===== src/rtl/msadc_pkg.sv =====
package msadc_pkg;

  typedef enum logic [2:0] {
    PH_SYNC  = 3'd0,
    PH_SIG   = 3'd1,
    PH_BIAS  = 3'd2,
    PH_WAIT  = 3'd3,
    PH_REF1  = 3'd4,
    PH_REF2  = 3'd5,
    PH_END   = 3'd6,
    PH_RESET = 3'd7
  } phase_e;

  localparam int RD_BYTES = 3;
  localparam int BYTE_W   = 8;

endpackage


===== src/rtl/msadc_fsm.sv =====
module msadc_fsm
  import msadc_pkg::*;
(
  input  logic   clk,
  input  logic   rst,
  input  logic   delay_done,
  input  logic   null_pulse,
  input  logic   half_tick,
  input  logic   sig_done,
  input  logic   bias_done,
  input  logic   cmp_pos,
  output phase_e st,
  output logic   an_integ,
  output logic   an_bias_n,
  output logic   an_slow,
  output logic   an_rst,
  output logic   polarity
);

  phase_e nx;

  // Next-phase selection: every exit goes one step along the ring.
  always_comb begin
    nx = st;
    case (st)
      PH_RESET: if (delay_done)             nx = PH_SYNC;
      PH_SYNC:                              nx = PH_SIG;
      PH_SIG:   if (sig_done && half_tick)  nx = PH_BIAS;
      PH_BIAS:  if (bias_done)              nx = PH_WAIT;
      PH_WAIT:                              nx = PH_REF1;
      PH_REF1:  if (null_pulse)             nx = PH_REF2;
      PH_REF2:  if (null_pulse)             nx = PH_END;
      PH_END:                               nx = PH_RESET;
      default:                              nx = PH_RESET;
    endcase
  end

  // Phase and analog lines are registered together so they stay aligned.
  always_ff @(posedge clk) begin
    if (rst) begin
      st        <= PH_RESET;
      an_integ  <= 1'b0;
      an_bias_n <= 1'b1;
      an_slow   <= 1'b0;
      an_rst    <= 1'b1;
      polarity  <= 1'b0;
    end else begin
      st        <= nx;
      an_integ  <= (nx == PH_SYNC) || (nx == PH_SIG);
      an_bias_n <= !((nx == PH_BIAS) || (nx == PH_WAIT));
      an_slow   <= (nx == PH_REF2);
      an_rst    <= (nx == PH_RESET);
      if (st == PH_WAIT) polarity <= cmp_pos;
    end
  end

endmodule


===== src/rtl/msadc_ctr.sv =====
module msadc_ctr
  import msadc_pkg::*;
#(
  parameter int PRI_W        = 24,
  parameter int SEC_W        = 8,
  parameter int SIG_NORM_CYC = 20000,
  parameter int SIG_FAST_CYC = 2500,
  parameter int BIAS_CYC     = 20
) (
  input  logic             clk,
  input  logic             rst,
  input  phase_e           st,
  input  logic             fast_mode,
  output logic [PRI_W-1:0] pri,
  output logic             sig_done,
  output logic             bias_done
);

  localparam logic [PRI_W-1:0] NORM_LAST = PRI_W'(SIG_NORM_CYC - 1);
  localparam logic [PRI_W-1:0] FAST_LAST = PRI_W'(SIG_FAST_CYC - 1);
  localparam logic [SEC_W-1:0] BIAS_LAST = SEC_W'(BIAS_CYC - 1);

  logic [SEC_W-1:0] sec;
  logic             tmo;
  logic             mode_q;
  logic [PRI_W-1:0] sig_last;

  assign sig_last  = mode_q ? FAST_LAST : NORM_LAST;
  assign sig_done  = tmo;
  assign bias_done = (st == PH_BIAS) && (sec == BIAS_LAST);

  always_ff @(posedge clk) begin
    if (rst) begin
      pri    <= '0;
      sec    <= '0;
      tmo    <= 1'b0;
      mode_q <= 1'b0;
    end else begin
      case (st)
        PH_SYNC: begin
          pri    <= '0;
          sec    <= '0;
          tmo    <= 1'b0;
          mode_q <= fast_mode;
        end
        PH_SIG: begin
          if (!tmo) begin
            pri <= pri + 1'b1;
            if (pri == sig_last) tmo <= 1'b1;
          end
        end
        PH_BIAS: sec <= sec + 1'b1;
        PH_WAIT: begin
          pri <= '0;
          sec <= '0;
        end
        PH_REF1: pri <= pri + 1'b1;
        PH_REF2: begin
          sec <= sec + 1'b1;
          if (&sec) pri <= pri + 1'b1;
        end
        default: ;
      endcase
    end
  end

endmodule


===== src/rtl/msadc_rdport.sv =====
module msadc_rdport
  import msadc_pkg::*;
#(
  parameter int PRI_W = 24
) (
  input  logic             clk,
  input  logic             rst,
  input  logic             cs,
  input  logic [1:0]       addr,
  input  logic [PRI_W-1:0] cnt,
  input  logic             polarity,
  input  logic             set_ready,
  output logic [7:0]       rd_data,
  output logic             data_ready
);

  localparam int PAD_W = RD_BYTES * BYTE_W;

  logic [PAD_W-1:0]  padded;
  logic [BYTE_W-1:0] lane [RD_BYTES];
  logic [BYTE_W-1:0] sel;

  generate
    if (PRI_W >= PAD_W) begin : g_trunc
      assign padded = cnt[PAD_W-1:0];
    end else begin : g_ext
      assign padded = {{(PAD_W - PRI_W){1'b0}}, cnt};
    end
    for (genvar g = 0; g < RD_BYTES; g++) begin : g_lane
      assign lane[g] = padded[g*BYTE_W +: BYTE_W];
    end
  endgenerate

  always_comb begin
    case (addr)
      2'd0:    sel = lane[0];
      2'd1:    sel = lane[1];
      2'd2:    sel = lane[2];
      default: sel = {6'b0, polarity, data_ready};
    endcase
  end

  always_ff @(posedge clk) begin
    if (rst) begin
      rd_data    <= '0;
      data_ready <= 1'b0;
    end else begin
      if (cs) rd_data <= sel;
      if (set_ready)                  data_ready <= 1'b1;
      else if (cs && addr == 2'd2)    data_ready <= 1'b0;
    end
  end

endmodule


===== src/rtl/msadc_seq.sv =====
module msadc_seq
  import msadc_pkg::*;
#(
  parameter int PRI_W        = 24,
  parameter int SEC_W        = 8,
  parameter int SIG_NORM_CYC = 20000,
  parameter int SIG_FAST_CYC = 2500,
  parameter int BIAS_CYC     = 20
) (
  input  logic       clk,
  input  logic       rst,
  input  logic       half_tick,
  input  logic       delay_done,
  input  logic       null_pulse,
  input  logic       cmp_pos,
  input  logic       fast_mode,
  input  logic       cs,
  input  logic [1:0] addr,
  output logic [7:0] rd_data,
  output logic       data_ready,
  output logic       polarity,
  output logic [2:0] phase,
  output logic       an_integ,
  output logic       an_bias_n,
  output logic       an_slow,
  output logic       an_rst
);

  phase_e           st;
  logic             sig_done;
  logic             bias_done;
  logic [PRI_W-1:0] pri;

  assign phase = st;

  msadc_fsm u_fsm (
    .clk        (clk),
    .rst        (rst),
    .delay_done (delay_done),
    .null_pulse (null_pulse),
    .half_tick  (half_tick),
    .sig_done   (sig_done),
    .bias_done  (bias_done),
    .cmp_pos    (cmp_pos),
    .st         (st),
    .an_integ   (an_integ),
    .an_bias_n  (an_bias_n),
    .an_slow    (an_slow),
    .an_rst     (an_rst),
    .polarity   (polarity)
  );

  msadc_ctr #(
    .PRI_W        (PRI_W),
    .SEC_W        (SEC_W),
    .SIG_NORM_CYC (SIG_NORM_CYC),
    .SIG_FAST_CYC (SIG_FAST_CYC),
    .BIAS_CYC     (BIAS_CYC)
  ) u_ctr (
    .clk       (clk),
    .rst       (rst),
    .st        (st),
    .fast_mode (fast_mode),
    .pri       (pri),
    .sig_done  (sig_done),
    .bias_done (bias_done)
  );

  msadc_rdport #(
    .PRI_W (PRI_W)
  ) u_rd (
    .clk        (clk),
    .rst        (rst),
    .cs         (cs),
    .addr       (addr),
    .cnt        (pri),
    .polarity   (polarity),
    .set_ready  (st == PH_END),
    .rd_data    (rd_data),
    .data_ready (data_ready)
  );

endmodule


===== config.mk =====
export PLATFORM = sky130hd
export DESIGN_NAME = msadc_seq
export DESIGN_NICKNAME = d
export VERILOG_FILES = /design/src/rtl/msadc_pkg.sv /design/src/rtl/msadc_fsm.sv /design/src/rtl/msadc_ctr.sv /design/src/rtl/msadc_rdport.sv /design/src/rtl/msadc_seq.sv
export SDC_FILE = /design/constraint.sdc
export NUM_CORES = 1
export LEC_CHECK = 0
export ABC_AREA = 1
export ABC_CLOCK_PERIOD_IN_PS = 3500
export BUFFER_PORTS_ARGS = -buffer_cell sky130_fd_sc_hd__buf_2
export CELL_PAD_IN_SITES_DETAIL_PLACEMENT = 2
export CELL_PAD_IN_SITES_GLOBAL_PLACEMENT = 2
export CORE_MARGIN = 3
export CORE_UTILIZATION = 34
export DETAILED_ROUTE_END_ITERATION = 10
export PLACE_DENSITY_LB_ADDON = 0.08
export SYNTH_ARGS = -nofsm -noshare
export SYNTH_HDL_FRONTEND = slang
export SYNTH_SLANG_ARGS = --single-unit

===== constraint.sdc =====
create_clock -name clk -period 3.5 [get_ports clk]
set_input_delay 0.35 -clock clk [delete_from_list [all_inputs] [get_ports clk]]
set_output_delay 0.35 -clock clk [all_outputs]
set_load 0.005 [all_outputs]

Word-level counts from Yosys, hierarchy flattened. Index checks and enable logic that the tools add are counted.

Add/sub/neg operators: 2. Equality and inequality tests: 18. Mux-type cells: 17. Reduce and logical (&&, ||, !) cells: 17.

Operators with widths (number): 24-bit one-hot mux with 4 select lines (1); 24-bit two-way mux (2); 24-bit by 1-bit adder with 24-bit output (second input constant) (1); 24-bit == test (1); 3-bit one-hot mux with 8 select lines (1); 8-bit one-hot mux with 3 select lines (1); 3-bit == test (second input constant) (6); 8-bit one-hot mux with 2 select lines (1); 15-bit two-way mux (1); 3-bit two-way mux (5); 3-bit by 2-bit == test with 1-bit output (second input constant) (4); 8-bit by 1-bit adder with 8-bit output (second input constant) (1); 8-bit by 5-bit == test with 1-bit output (second input constant) (1); 8-bit AND reduction (1); 3-bit by 1-bit == test with 1-bit output (second input constant) (2); 3-bit logical NOT (2); 2-bit nonzero test (3); 1-bit two-way mux (4); 4-bit nonzero test (1); 2-bit OR reduction (2); 1-bit logical AND (3); 3-bit AND reduction (1); 2-bit by 1-bit == test with 1-bit output (second input constant) (1); 2-bit == test (second input constant) (1); 6 further kinds (7).

Bits in registers: 51. Output and inout bits: 17. Logic and storage cells: 66.

Logic depth before layout (Yosys ltp). Gate-level depths: netlist of run 1.

Depth after elaboration: 7. Depth in mapped cells: 11. Depth with buffers taken out: 10.

Cells and area by module. From an unflattened synthesis of run 1, not the netlist that was laid out.

Cells, all modules: 449. Area, all modules: 2884.0 um^2.

Modules (own cells, without submodules): msadc_ctr (instances 1, cells an instance 312, area each 1955.6 um^2, seq. area each 680.7 um^2); msadc_rdport (instances 1, cells an instance 81, area each 538.0 um^2, seq. area each 180.2 um^2); msadc_fsm (instances 1, cells an instance 54, area each 380.4 um^2, seq. area each 160.2 um^2); msadc_seq (instances 1, cells an instance 2, area each 10.0 um^2, seq. area each 0.0 um^2).

Worst setup path before layout of run 1. No wires, ideal clock.

Path kind: reg2reg. Start: reg u_ctr.sec[0]. End: reg u_ctr.pri[12]. Arrival time: 1.341 ns. Setup slack: 2.046 ns. Stages on the path, launching flop included: 11. Period minus slack after synthesis: 1.454 ns. Cells stage by stage: dfxtp_1 ha_1 nand2_2 nor2_2 nand2_1 nand2_1 nand2_2 nor2_1 nand2_1 nand2_1 nor2_1.

Word-level cells in the longest chain between the ends: 3.

RTL lines: start, declared (line msadc_ctr.sv:23) `logic [SEC_W-1:0] sec;`; start signal, assigned (line msadc_ctr.sv:52) `PH_BIAS: sec <= sec + 1'b1;`; start signal, assigned (line msadc_ctr.sv:59) `sec <= sec + 1'b1;`; 8-bit AND reduction (line msadc_ctr.sv:60) `if (&sec) pri <= pri + 1'b1;`; 2-bit by 1-bit inequality test with 1-bit output (no line); 3-bit AND reduction (no line); end signal, assigned (line msadc_ctr.sv:48) `pri <= pri + 1'b1;`; end signal, assigned (line msadc_ctr.sv:57) `PH_REF1: pri <= pri + 1'b1;`; end signal, assigned (line msadc_ctr.sv:60); end, declared (line msadc_ctr.sv:14) `output logic [PRI_W-1:0] pri,`.

No other way between the ends. A chain may end at the register's enable or synchronous reset.

Final worst setup path of run 1.
Start: reg u_ctr.sec[0]. End: reg u_ctr.pri[19].

Same word-level chain as after synthesis.

==> results by stage, run 1 <==
Setup path:
- The startpoint-to-endpoint class of the critical path is flip-flop to flip-flop.
- The endpoint required time on the critical path is between 3000 and 4000 ps.
- The data arrival time of the worst path is 2290 ps.
- On the worst path, the slowest cell contributes a delay of about 570 ps.
- The category of the worst setup path launch point is a flip-flop.
- Counting stages on the worst path, the most repeated cell is nand2_1.
- On the critical path the largest part of the delay comes from simple AND/OR/NAND/NOR gates.
- The largest individual stage delay along the critical path comes from the cell nor2_4.
- The critical path goes through ha_1 > nand2_2 > nor2_2 > a21oi_2 > nor2_4 > nand2_1 > nand2_1 > nand2_1 > nor2_1.
- The largest fanout on the critical path is 23.
- Together, buffers and inverters on the worst path number 0.
- The type of destination of the critical path is a flip-flop.

CTS:
- The clock sink count is 51.
- The CTS tree is built.
- The setup fix buffers added after clock tree synthesis is 0.
- The tree is rooted in a clkbuf_8.
- After clock tree synthesis, the clock-pin slew on the worst setup and hold paths is 100 ps.
- In this run, CTS created clock tree buffers numbering 5.
- In this run the number of H-tree levels came out at 2.
- Post-CTS repair changed the size of 0 cells.
- For this design, the CTS-stage hold fixing added 0 buffers.
- The maximum buffer depth of the clock tree is 2.
- Clock latency on the worst-skew pair, taken at its later pin, is about 310 ps.

Floorplan:
- The die height is 98.5 µm.
- The die is 98.5 µm wide.
- The core region is ~8300 µm².
- The area of the die is 9710 µm².
- The floorplan has 33 rows.
- The effective utilization at floorplan is about a third.
- In this run the count of I/O pins placed on the die edge is 27.

Place:
- The final weighted congestion of routability-driven global placement is between 0.8 and 0.9.
- Buffers placed on the I/O ports in this run total 26.
- The instance area at placement is 3110 µm².
- The worst setup timing slack at the placement stage is ~1500 ps.
- The HPWL after detailed placement is 8050 µm.

Drt:
- After the first detailed-routing iteration, the DRC count stood at 107.
- The pre-antenna-repair detailed-routing pass consisted of 4 iterations.
- The ratio of routed vias to standard cells is ~5.2.
- Once detail routing completed, the nets flagged for antenna violations numbered 0.
- The remaining routing DRC violations is 0.
- The wire length per cell is about 17 µm.
- The routed design has between 10,000 and 15,000 µm of wire.
- The total vias in the final route is about 3,100.

GRT:
- The number of antenna violations at the first check in global routing is 0.
- Global routing used between 20% and 30% of the available tracks across all layers.
- The first global-routing pass estimated between 15,000 and 20,000 µm of wire.
- Entering global routing, the biggest net connects 24 pins.
- The number of global-route vias before repair is approximately 3,400.
- The overflow left after global routing is 0.

STA:
- The number of failing hold endpoints at the final stage is 0.
- The worst path uses between 50% and 60% of the clock period.
- The number of max-slew violations in the final report is 0.
- The post-layout worst setup margin is ~1500 ps.
- The number of failing setup endpoints in the final timing report is 0.
- Derived from the worst setup path, the maximum achievable clock frequency is approximately 490 MHz.
- After routing, the total negative slack on setup checks comes to 0 ps.
- Clock skew on the completed layout was measured at approximately 14 ps.
- Headroom to the max-slew limit came out at between 50% and 60%.
- At the pin with the least slew margin, the transition time is roughly 730 ps.
- The final critical path time including I/O delays and setup is 2040 ps.
- Setup repair after global routing left no endpoint under its margin.

Power and ir drop:
- The power per cell area is roughly 520 nW/µm².
- The leakage power is 1.35 nW.
- VDD sags by at most roughly 240 µV.

Synth:
- In this run, synthesis produced a sequential element count of 51.
- The cell accounting for the most synthesized area is dfxtp_1.
- The post-synthesis instance total is between 400 and 500.
- The count of flip-flops with a built-in enable after synthesis is 0.
- The area fraction of the dominant cell type after synthesis is 35.1%.
- The total of warnings raised by yosys is 0.
- The cell area after synthesis is around 2900 µm².
- Among all flip-flop cells after synthesis, the most frequent one is dfxtp_1.
- The average instance area after synthesis is between 6 and 7 µm².
- Sorting the synthesized cells by area gives the leading types as dfxtp_1 35%, nand2_1 15%, nor2_1 10%, inv_1 7.5%, nand3_1 4.6%.
- The number of distinct library cells after synthesis is 28.
- The synthesized net count is 477.
- Counting flops with an async set or reset pin after synthesis yields a share of 0%.
- The sequential fraction of the synthesis area is between 30% and 40%.

Finish:
- In the final layout, the multi-input gates occupy 1600 µm².
- The fraction of layout cells with a size suffix above 1 is a little over an eighth.
- The total area of sequential cells is between 1000 and 1500 µm².
- The synthesis-to-finish area growth is 9.80%.
- The filler cell count in the final layout is approximately 1,100.
- The net count of the finished layout is approximately 500.
- The leading cell type in the layout, fill and taps excluded is nand2_1.
- The number of antenna cells inserted is 0.
- The cell area after layout is between 3000 and 4000 µm².
- In the layout the commonest cells are 120 x nand2_1, 80 x nor2_1, 58 x inv_1.

Run status:
- The run finished with clean final reports.

Min path:
- The classification of the worst-slack hold path is input port to flip-flop.

Flow run:
- The tool flagged a number of max-cap violations equal to 0.
cells in the mapped netlist (4+ instances only):
cell	count
nand2_1	120
nor2_1	80
inv_1	58
dfxtp_1	51
nand3_1	27
a21oi_1	26
o21ai_0	24
nor3_1	19
nand2_2	15
nand4_1	11
nor2_2	4
final timing paths:
| check | startpoint | to | slack, ps | depth (start not counted) |
|---|---|---|---|---|
| worst max-delay path | u_ctr.sec[0] | u_ctr.pri[19] | 1460 | 9 |
| worst min-delay path | cs | u_rd.rd_data[1] | 360 | 2 |
| worst max register to register | u_ctr.sec[0] | u_ctr.pri[19] | 1460 | 9 |
| worst min register to register | u_rd.rd_data[5] | u_rd.rd_data[5] | 470 | 2 |
report_power, final:
group | internal (W) | leakage (nW) | total, W | switching, W
clock network | 0.000156 | 0.0470 | 0.000362 | 0.000206
registers | 0.000639 | 0.414 | 0.000706 | 0.0000665
logic | 0.000165 | 0.885 | 0.000606 | 0.000441
total | 0.000960 | 1.35 | 0.00167 | 0.000713
per-stage QoR:
step	instances	utilization [%]	hold slack, ps	total power (W)
4_1_cts	595	38.7	352	0.00170
5_1_grt	595	38.7	369	0.00180
6_report	595	38.7	356	0.00167
3_5_place_dp	588	37.6	464	0.00134
3_3_place_gp	588	37.6	451	0.00131
2_1_floorplan	465	-	419	0.00118
area by class of cell:
cell class	count	area share, %
clock inverter	1	0.157
multi-input combinational	345	50.0
inverter	61	7.17
clock buffer	6	2.58
timing repair buffer	26	4.07
tap	105	4.11
sequential	51	31.9
logic make-up after synthesis:
group                    synth area share [%]
adder cells (fa/ha/maj)                 0.860
flip-flops                               35.1
AND/OR/NAND/NOR                          42.7
XOR/XNOR                                0.301
AO/OA/AOI/OAI                            11.0
buffers and inverters                    10.1
flip-flops by register name, summed over array words and instances (netlist names):
| register | count |
|---|---|
| u_ctr.pri | 24 |
| u_ctr.sec | 8 |
| u_rd.rd_data | 8 |
| u_fsm.st | 3 |
| u_ctr.mode_q | 1 |
| u_ctr.sig_done | 1 |
| u_fsm.an_bias_n | 1 |
| u_fsm.an_integ | 1 |
| u_fsm.an_rst | 1 |
| u_fsm.an_slow | 1 |
| u_fsm.polarity | 1 |
| u_rd.data_ready | 1 |
worst register-to-register path, cell delays in order, from the launching register on:
cell	delay, ps
dfxtp_1	410
ha_1	230
nand2_2	90
nor2_2	170
a21oi_2	100
nor2_4	570
nand2_1	170
nand2_1	90
nand2_1	50
nor2_1	110
layer usage:
metal / wire, µm / share of wire, % / GRT usage [%]
met1: 4390 / 43 / 26.3
met2: 5400 / 53 / 41.1
met3: 228 / 2.3 / 2.83
met4: 99 / 0.98 / 4.83
met5: 0 / 0 / 0
(Power assumes the default switching activity.)
==> run 2, diff against run 1 <==
Settings changed: ABC_CLOCK_PERIOD_IN_PS 3500 to 2080, CORE_UTILIZATION 34 to 32.
Clock period 3.5 ns to 2.08 ns, I/O delays scaled along.
==> run 2 against run 1 <==
Global-route usage fell by 1.5 points; total power grew 81%; register-to-register slack got worse by 1100 ps; count of clock-buffer cells in the layout stayed put; combinational power up 83%; via count fell by 1.7%; critical path depth increased by 1; clock skew is 7.6 ps lower; sequential power rose by 67%; sequential cell count did not move; non-clock buffer count up 6; sequential share of layout area shrank 0.89 points.
==> results by stage, run 2 (same netlist as run 1, synthesis figures left out) <==
Drt:
- The routed wire length is 9810 µm (-3.0%).
- The amount of wire on met2 after detailed routing is 4820 µm (-11%).
- The remaining routing DRC violations is 0 (unchanged).
- The wire length per cell is 16.2 µm (-4.6%).
- Routed signal wires occupy layers up through met4.
- The iteration count of the initial detailed-routing pass is 4 (unchanged).
- The DRC marker count from the first detailed-route iteration came to 75 (-30%).
- The total vias in the final route is 3,033 (-1.7%).
- The ratio of routed vias to standard cells is 5.01 (-3.3%).
- The final antenna-violating net count is 0 (unchanged).
- The met1 wire length came to 4510 µm (+2.7%).
- The met3 routed wirelength is 222 µm (-2.6%).

Setup path:
- The endpoint required time on the critical path is 2290 ps (-1460 ps).
- STA classifies the critical path startpoint as a flip-flop.
- The type of destination of the critical path is a flip-flop.
- The largest fanout on the critical path is 7 (-70%).
- The startpoint-to-endpoint class of the critical path is flip-flop to flip-flop.
- The data arrival time of the worst path came to 1940 ps (-350 ps).

CTS:
- The maximum buffer depth of the clock tree is 2 (unchanged).
- The TritonCTS buffer count is 5 (unchanged).
- The tree is rooted in a clkbuf_8.
- TritonCTS built the clock tree.
- The hold buffer count at CTS was 0 (unchanged).
- The clock-pin transition on the worst setup and hold timing paths is 90 ps (about the same).
- The clock sink count came to 51 (unchanged).
- The number of resized instances in the post-cts repair step is 0 (unchanged).
- The clock latency on the worst-skew pair is 310 ps (about the same).
- The H-tree depth reported by CTS is 2 (unchanged).
- The setup fix buffers added after clock tree synthesis is 0 (unchanged).

Floorplan:
- The area of the die is 10,300 µm² (+5.9%).
- The die height is 101 µm (+2.9%).
- The effective utilization at floorplan was 33.2% (-2.0 points).
- The area of the core is 8760 µm² (+6.1%).
- The horizontal die dimension is 101 µm (+2.9%).
- The row count is 34 (+3.0%).
- The number of top-level pins is 27 (unchanged).

STA:
- The worst relative slew slack was 64.9% (+14 points).
- The number of max-slew violations in the final report is 0 (unchanged).
- The summed negative setup slack over all endpoints is 0 ps (unchanged).
- The peak clock frequency supported by timing is 579 MHz (+18%).
- The setup skew after layout was 6.44 ps (-7.57 ps).
- The final critical path time including I/O delays and setup is 1730 ps (-309 ps).
- The number of failing hold endpoints at the final stage is 0 (unchanged).
- The number of failing setup endpoints in the final timing report is 0 (unchanged).
- Setup repair after global routing left no endpoint under its margin.
- The share of the cycle needed by the critical path after routing was 83.0% (+25 points).
- The hold slack is 188 ps (-168 ps).
- The transition time at the pin with the least slew margin is 526 ps (-205 ps).

Place:
- The final weighted congestion of routability-driven global placement is 0.959 (+16%).
- The instance area at placement is 3170 µm² (+2.0%).
- The number of I/O port buffers came to 26 (unchanged).
- The HPWL after detailed placement was 7920 µm (-1.6%).

Power and ir drop:
- The leakage power was 1.40 nW (+3.7%).
- The power per cell area came to 923 nW/µm² (+76%).
- The peak ir drop on the vdd network was 417 µV (+74%).
- The total design power came to 0.00303 W (+81%).

Finish:
- The total area of sequential cells is 1020 µm² (unchanged).
- The number of antenna cells inserted is 0 (unchanged).
- The cell area after layout is 3290 µm² (+2.9%).
- The filler cell count in the final layout is 1,102 (+3.0%).
- The library cell used most frequently in the layout, excluding fill and tap cells, is nand2_1.
- The largest registers in the layout are u_ctr.pri x24, u_ctr.sec x8, u_rd.rd_data x8.
- The utilization after layout came to 37.5% (-1.2 points).
- The multi-input logic area is 1600 µm² (unchanged).
- The fraction of layout cells with a size suffix above 1 was 14.3% (+1.2 points).
- The number of flip-flops in the largest register is 24 (unchanged).
- From synthesis to final layout, the design area changed by 12.9%.
- The register ranked first by flip-flop count is u_ctr.pri.
- Leaving out fill and tap cells, the most frequent cells in the layout are 120 x nand2_1, 80 x nor2_1, 58 x inv_1.
- The net count reported at finish was 508 (+1.2%).

Flow run:
- The number of max-cap violations is 0 (unchanged).

Min path:
- The classification of the worst-slack hold path is input port to flip-flop.

GRT:
- The overflow left after global routing came to 0 (unchanged).
- The number of global-route vias before repair is 3,295 (-2.2%).
- The number of antenna violations at the first check in global routing is 0 (unchanged).
- The global-route wire length before repair is 16,600 µm (-2.8%).
- The maximum number of pins on one net before global-route repair is 24 (unchanged).
- The overall routing resource usage was 20.4% (-1.5 points).

Run status:
- The flow ran to the end, and the final reports show no timing, DRC or antenna violations.
run 2: cell types whose count changed in the layout (fill, tap and decap cells not counted):
cell,delta
buf_4,+5
buf_12,+1
bufinv_16,+1
run 2: metrics by stage:
step                      setup slack [ps]  std cells
final                                  354        605
after global routing                   105        605
after CTS                              325        605
after detailed placement               356        597
after global placement                 410        597
after floorplan                        626        465
run 2: area by class of cell:
| type | count | area share (%) |
|---|---|---|
| multi-input cells | 345 | 48.6 |
| repair buffers | 32 | 5.71 |
| flip-flops and latches | 51 | 31.1 |
| well taps | 108 | 4.11 |
| inverters | 61 | 6.97 |
| clock buffers | 6 | 2.51 |
| clock inverters | 2 | 1.07 |
run 2: final timing paths:
path | start | endpoint | slack [ps] | cells after the start
max | u_ctr.sec[0] | u_ctr.pri[12] | 350 | 10
min | cmp_pos | u_fsm.polarity | 190 | 3
max reg2reg | u_ctr.sec[0] | u_ctr.pri[12] | 350 | 10
min reg2reg | u_rd.rd_data[2] | u_rd.rd_data[2] | 470 | 2
run 2: routing by layer:
layer  global-route usage, %  up-vias
met4                    6.95        0
met3                    2.89       18
met5                       0        -
met1                    25.5     1447
li1                        -     1531
met2                    35.8       37
run 2: where the power goes:
group          total, W  internal [W]  switching (W)
Clock          0.000736      0.000390       0.000346
Combinational   0.00111      0.000344       0.000770
Sequential      0.00118       0.00108       0.000110
Total           0.00303       0.00181        0.00123
run 2: critical path, cell delays in order, from the launching register on:
cell	delay, ps
dfxtp_1	400
ha_1	230
nand2_2	80
nor2_2	170
nand2_1	80
nand2_1	170
nand2_2	150
nor2_1	160
nand2_1	70
nand2_1	70
nor2_1	40
==> run 3, diff against run 2 <==
Settings changed: ABC_CLOCK_PERIOD_IN_PS 2080 to 1600.
Clock period 2.08 ns to 1.6 ns, I/O delays scaled along.
==> run 3 against run 2 <==
The run now ends with setup timing left; die area unchanged; critical path depth decreased by 1; design area increased by 19%; count of clock-buffer cells in the layout increased by 1; non-clock buffer count increased by 50; worst setup slack got worse by 400 ps; clock power increased by 21%; sequential share of layout area decreased by 4.2 points; sequential power increased by 35%; sequential cell count unchanged.
==> results by stage, run 3 (same netlist as run 1, synthesis figures left out) <==
Finish:
- The cell area after layout is 3900 µm² (+19%).
- The synthesis-to-finish area growth is 33.9%.
- In the final layout, the registers with the most flip-flops are u_ctr.pri x24, u_ctr.sec x8, u_rd.rd_data x8.
- The number of antenna cells inserted is 0 (unchanged).
- The number of flip-flops in the largest register is 24 (unchanged).
- The number of standard cells in the layout, taps in and fillers out came to 656 (+8.4%).
- The net count reported at finish is 559 (+10%).
- Leaving out fill and tap cells, the most frequent cell in the layout is nand2_1.
- The fraction of layout cells with a size suffix above 1 is 29.6% (+15 points).
- The top cell types in the final layout, fill and taps aside, are 112 x nand2_1, 70 x nor2_1, 55 x inv_1.
- The register ranked first by flip-flop count is u_ctr.pri.
- The filler cell count in the final layout is 1,080 (-2.0%).
- The utilization after layout is 44.5% (+7.0 points).

Setup path:
- The endpoint required time on the critical path came to 1820 ps (-470 ps).
- The setup slack of the worst register-to-register path was -50 ps (-400 ps).
- The startpoint identified for the worst register-to-register timing path is u_fsm.st[1].
- The startpoint-to-endpoint class of the critical path is flip-flop to flip-flop.
- The type of destination of the critical path is a flip-flop.
- The depth of the worst register-to-register path is 9 (-1).
- STA classifies the critical path startpoint as a flip-flop.
- The largest fanout on the critical path is 4 (-3).
- The data arrival time of the worst path is 1870 ps (-70 ps).
- The endpoint identified for the worst register-to-register timing path is u_ctr.pri[11].

Drt:
- The routed wire length came to 14,300 µm (+45%).
- The DRC marker count from the first detailed-route iteration is 122 (+63%).
- The wire length per cell is 21.8 µm (+34%).
- The final antenna-violating net count is 0 (unchanged).
- The remaining routing DRC violations was 0 (unchanged).
- The iteration count of the initial detailed-routing pass was 4 (unchanged).
- The total vias in the final route is 3,531 (+16%).
- The ratio of routed vias to standard cells was 5.38 (+7.4%).

GRT:
- The global-route wire length before repair is 19,500 µm (+18%).
- The overflow left after global routing is 0 (unchanged).
- The number of global-route vias before repair came to 3,744 (+14%).
- The number of antenna violations at the first check in global routing came to 0 (unchanged).
- The maximum number of pins on one net before global-route repair was 16 (-33%).
- The overall routing resource usage was 24.6% (+4.2 points).

STA:
- The transition time at the pin with the least slew margin is 589 ps (+62.6 ps).
- The number of failing hold endpoints at the final stage is 0 (unchanged).
- The peak clock frequency supported by timing is 607 MHz (+4.8%).
- The final critical path time including I/O delays and setup is 1650 ps (-79.0 ps).
- The setup skew after layout came to 18.0 ps (+11.5 ps).
- The share of the cycle needed by the critical path after routing came to 103% (+20 points).
- The number of max-slew violations in the final report came to 0 (unchanged).
- The worst relative slew slack is 60.7% (-4.2 points).
- The post-layout worst setup margin is -47.5 ps (-401 ps).
- The number of failing setup endpoints in the final timing report is 3 (+3).

Place:
- The HPWL after detailed placement is 8900 µm (+12%).
- The final weighted congestion of routability-driven global placement is 0.827 (-14%).
- The instance area at placement was 3430 µm² (+8.4%).
- The total instance count after detailed placement came to 634 (+6.2%).
- The number of I/O port buffers is 26 (unchanged).

Min path:
- The tightest min-delay check is of the input port to flip-flop type.
- The hold path depth was 3 (unchanged).
- The endpoint of the worst hold-timing path is u_fsm.polarity.
- The startpoint of the tightest hold check path is cmp_pos.

Run status:
- The final reports fail on setup timing.
- The run finished, with violations left.

CTS:
- The hold buffer count at CTS came to 0 (unchanged).
- The clock-pin transition on the worst setup and hold timing paths is 110 ps (+20 ps).
- The cell chosen for the clock root is clkbuf_8.
- The TritonCTS buffer count was 5 (unchanged).
- The H-tree depth reported by CTS is 2 (unchanged).
- TritonCTS built the clock tree.
- The maximum buffer depth of the clock tree came to 2 (unchanged).
- The clock sink count is 51 (unchanged).
- The clock latency on the worst-skew pair is 330 ps (+20 ps).

Flow run:
- The number of max-cap violations was 0 (unchanged).

Power and ir drop:
- The total design power is 0.00486 W (+60%).
- The power per cell area is 1250 nW/µm² (+35%).
- The peak ir drop on the vdd network was 677 µV (+63%).
- The leakage power is 1.70 nW (+22%).

Floorplan:
- The horizontal die dimension is 101 µm (unchanged).
- The row count is 34 (unchanged).
- The die height is 101 µm (unchanged).
- The effective utilization at floorplan was 33.2% (unchanged).
- The number of top-level pins is 27 (unchanged).
- The area of the die came to 10,300 µm² (unchanged).
- The area of the core was 8760 µm² (unchanged).
## run 3: cell count changes in the layout (fill, tap and decap cells not counted), sizes merged
cell / before / now
clkinv: 1 / 0
nor2: 87 / 88
clkinvlp: 0 / 1
clkbuf: 6 / 7
buf: 32 / 82
bufinv: 1 / 0
## run 3: worst max-delay path, stage by stage (launching register included)
cell     delay, ps
dfxtp_2        410
inv_2           60
nand2_2         80
nor2_2          60
buf_4          160
a21oi_4        170
buf_4          190
nand4_1        160
nor2_1         180
nor2_1          80
## run 3: final cells by class
cell class                 instances  area (µm²)  area share (%)
clock buffer                       7        96.3            2.47
sequential                        51        1050            26.8
timing repair buffer              82         567            14.5
multi-input combinational        346        1820            46.6
inverter                          61         229            5.88
tap                              108         135            3.47
clock inverter                     1        7.51           0.193
## run 3: what timing repair did
item                                    4_1_cts  5_1_grt
endpoints found under the hold margin         0        0
gates resized for setup                      27       42
endpoints found under the setup margin       32       32
gates cloned                                  1        0
pin swaps                                     4       16
buffers inserted                              5        8
## run 3: worst max-delay path by stage
| stage | from | end | slack (ps) | depth (start not counted) |
|---|---|---|---|---|
| after global routing | u_fsm.st[1] | u_ctr.pri[12] | -100 | 11 |
| after global placement | u_ctr.sec[0] | u_ctr.pri[3] | -240 | 8 |
| after detailed placement | u_ctr.sec[0] | u_ctr.pri[17] | -410 | 9 |
| after CTS | u_ctr.sec[0] | u_ctr.pri[12] | 2 | 11 |
| after floorplan | u_ctr.sec[0] | u_ctr.pri[12] | 150 | 10 |
| final | u_fsm.st[1] | u_ctr.pri[11] | -50 | 9 |
## run 3: power breakdown
part	switching (W)	total [W]	leakage (nW)	internal (W)
sequential	0.000159	0.00159	0.418	0.00143
clock	0.000493	0.000888	0.0505	0.000395
combinational	0.00149	0.00238	1.23	0.000892
## run 3: through the flow
stage / setup TNS, ps / setup WS, ps / hold slack (ps)
floorplan: 0 / 146 / 229
global placement: -3330 / -245 / 420
detailed placement: -6650 / -414 / 436
CTS: 0 / 2.05 / 102
global route: -1020 / -98.2 / 151
finish: -105 / -47.5 / 119
## run 3: routing by layer
layer  track usage, %  part of all wire, %  wire (µm)  vias to the layer above
met4             7.57                  4.2        599                        0
met1             27.1                   39       5540                     1760
met3             3.86                  2.8        400                       42
met5                0                    0          0                        -
li1                 -                    -          -                     1640
met2             47.6                   54       7730                       89
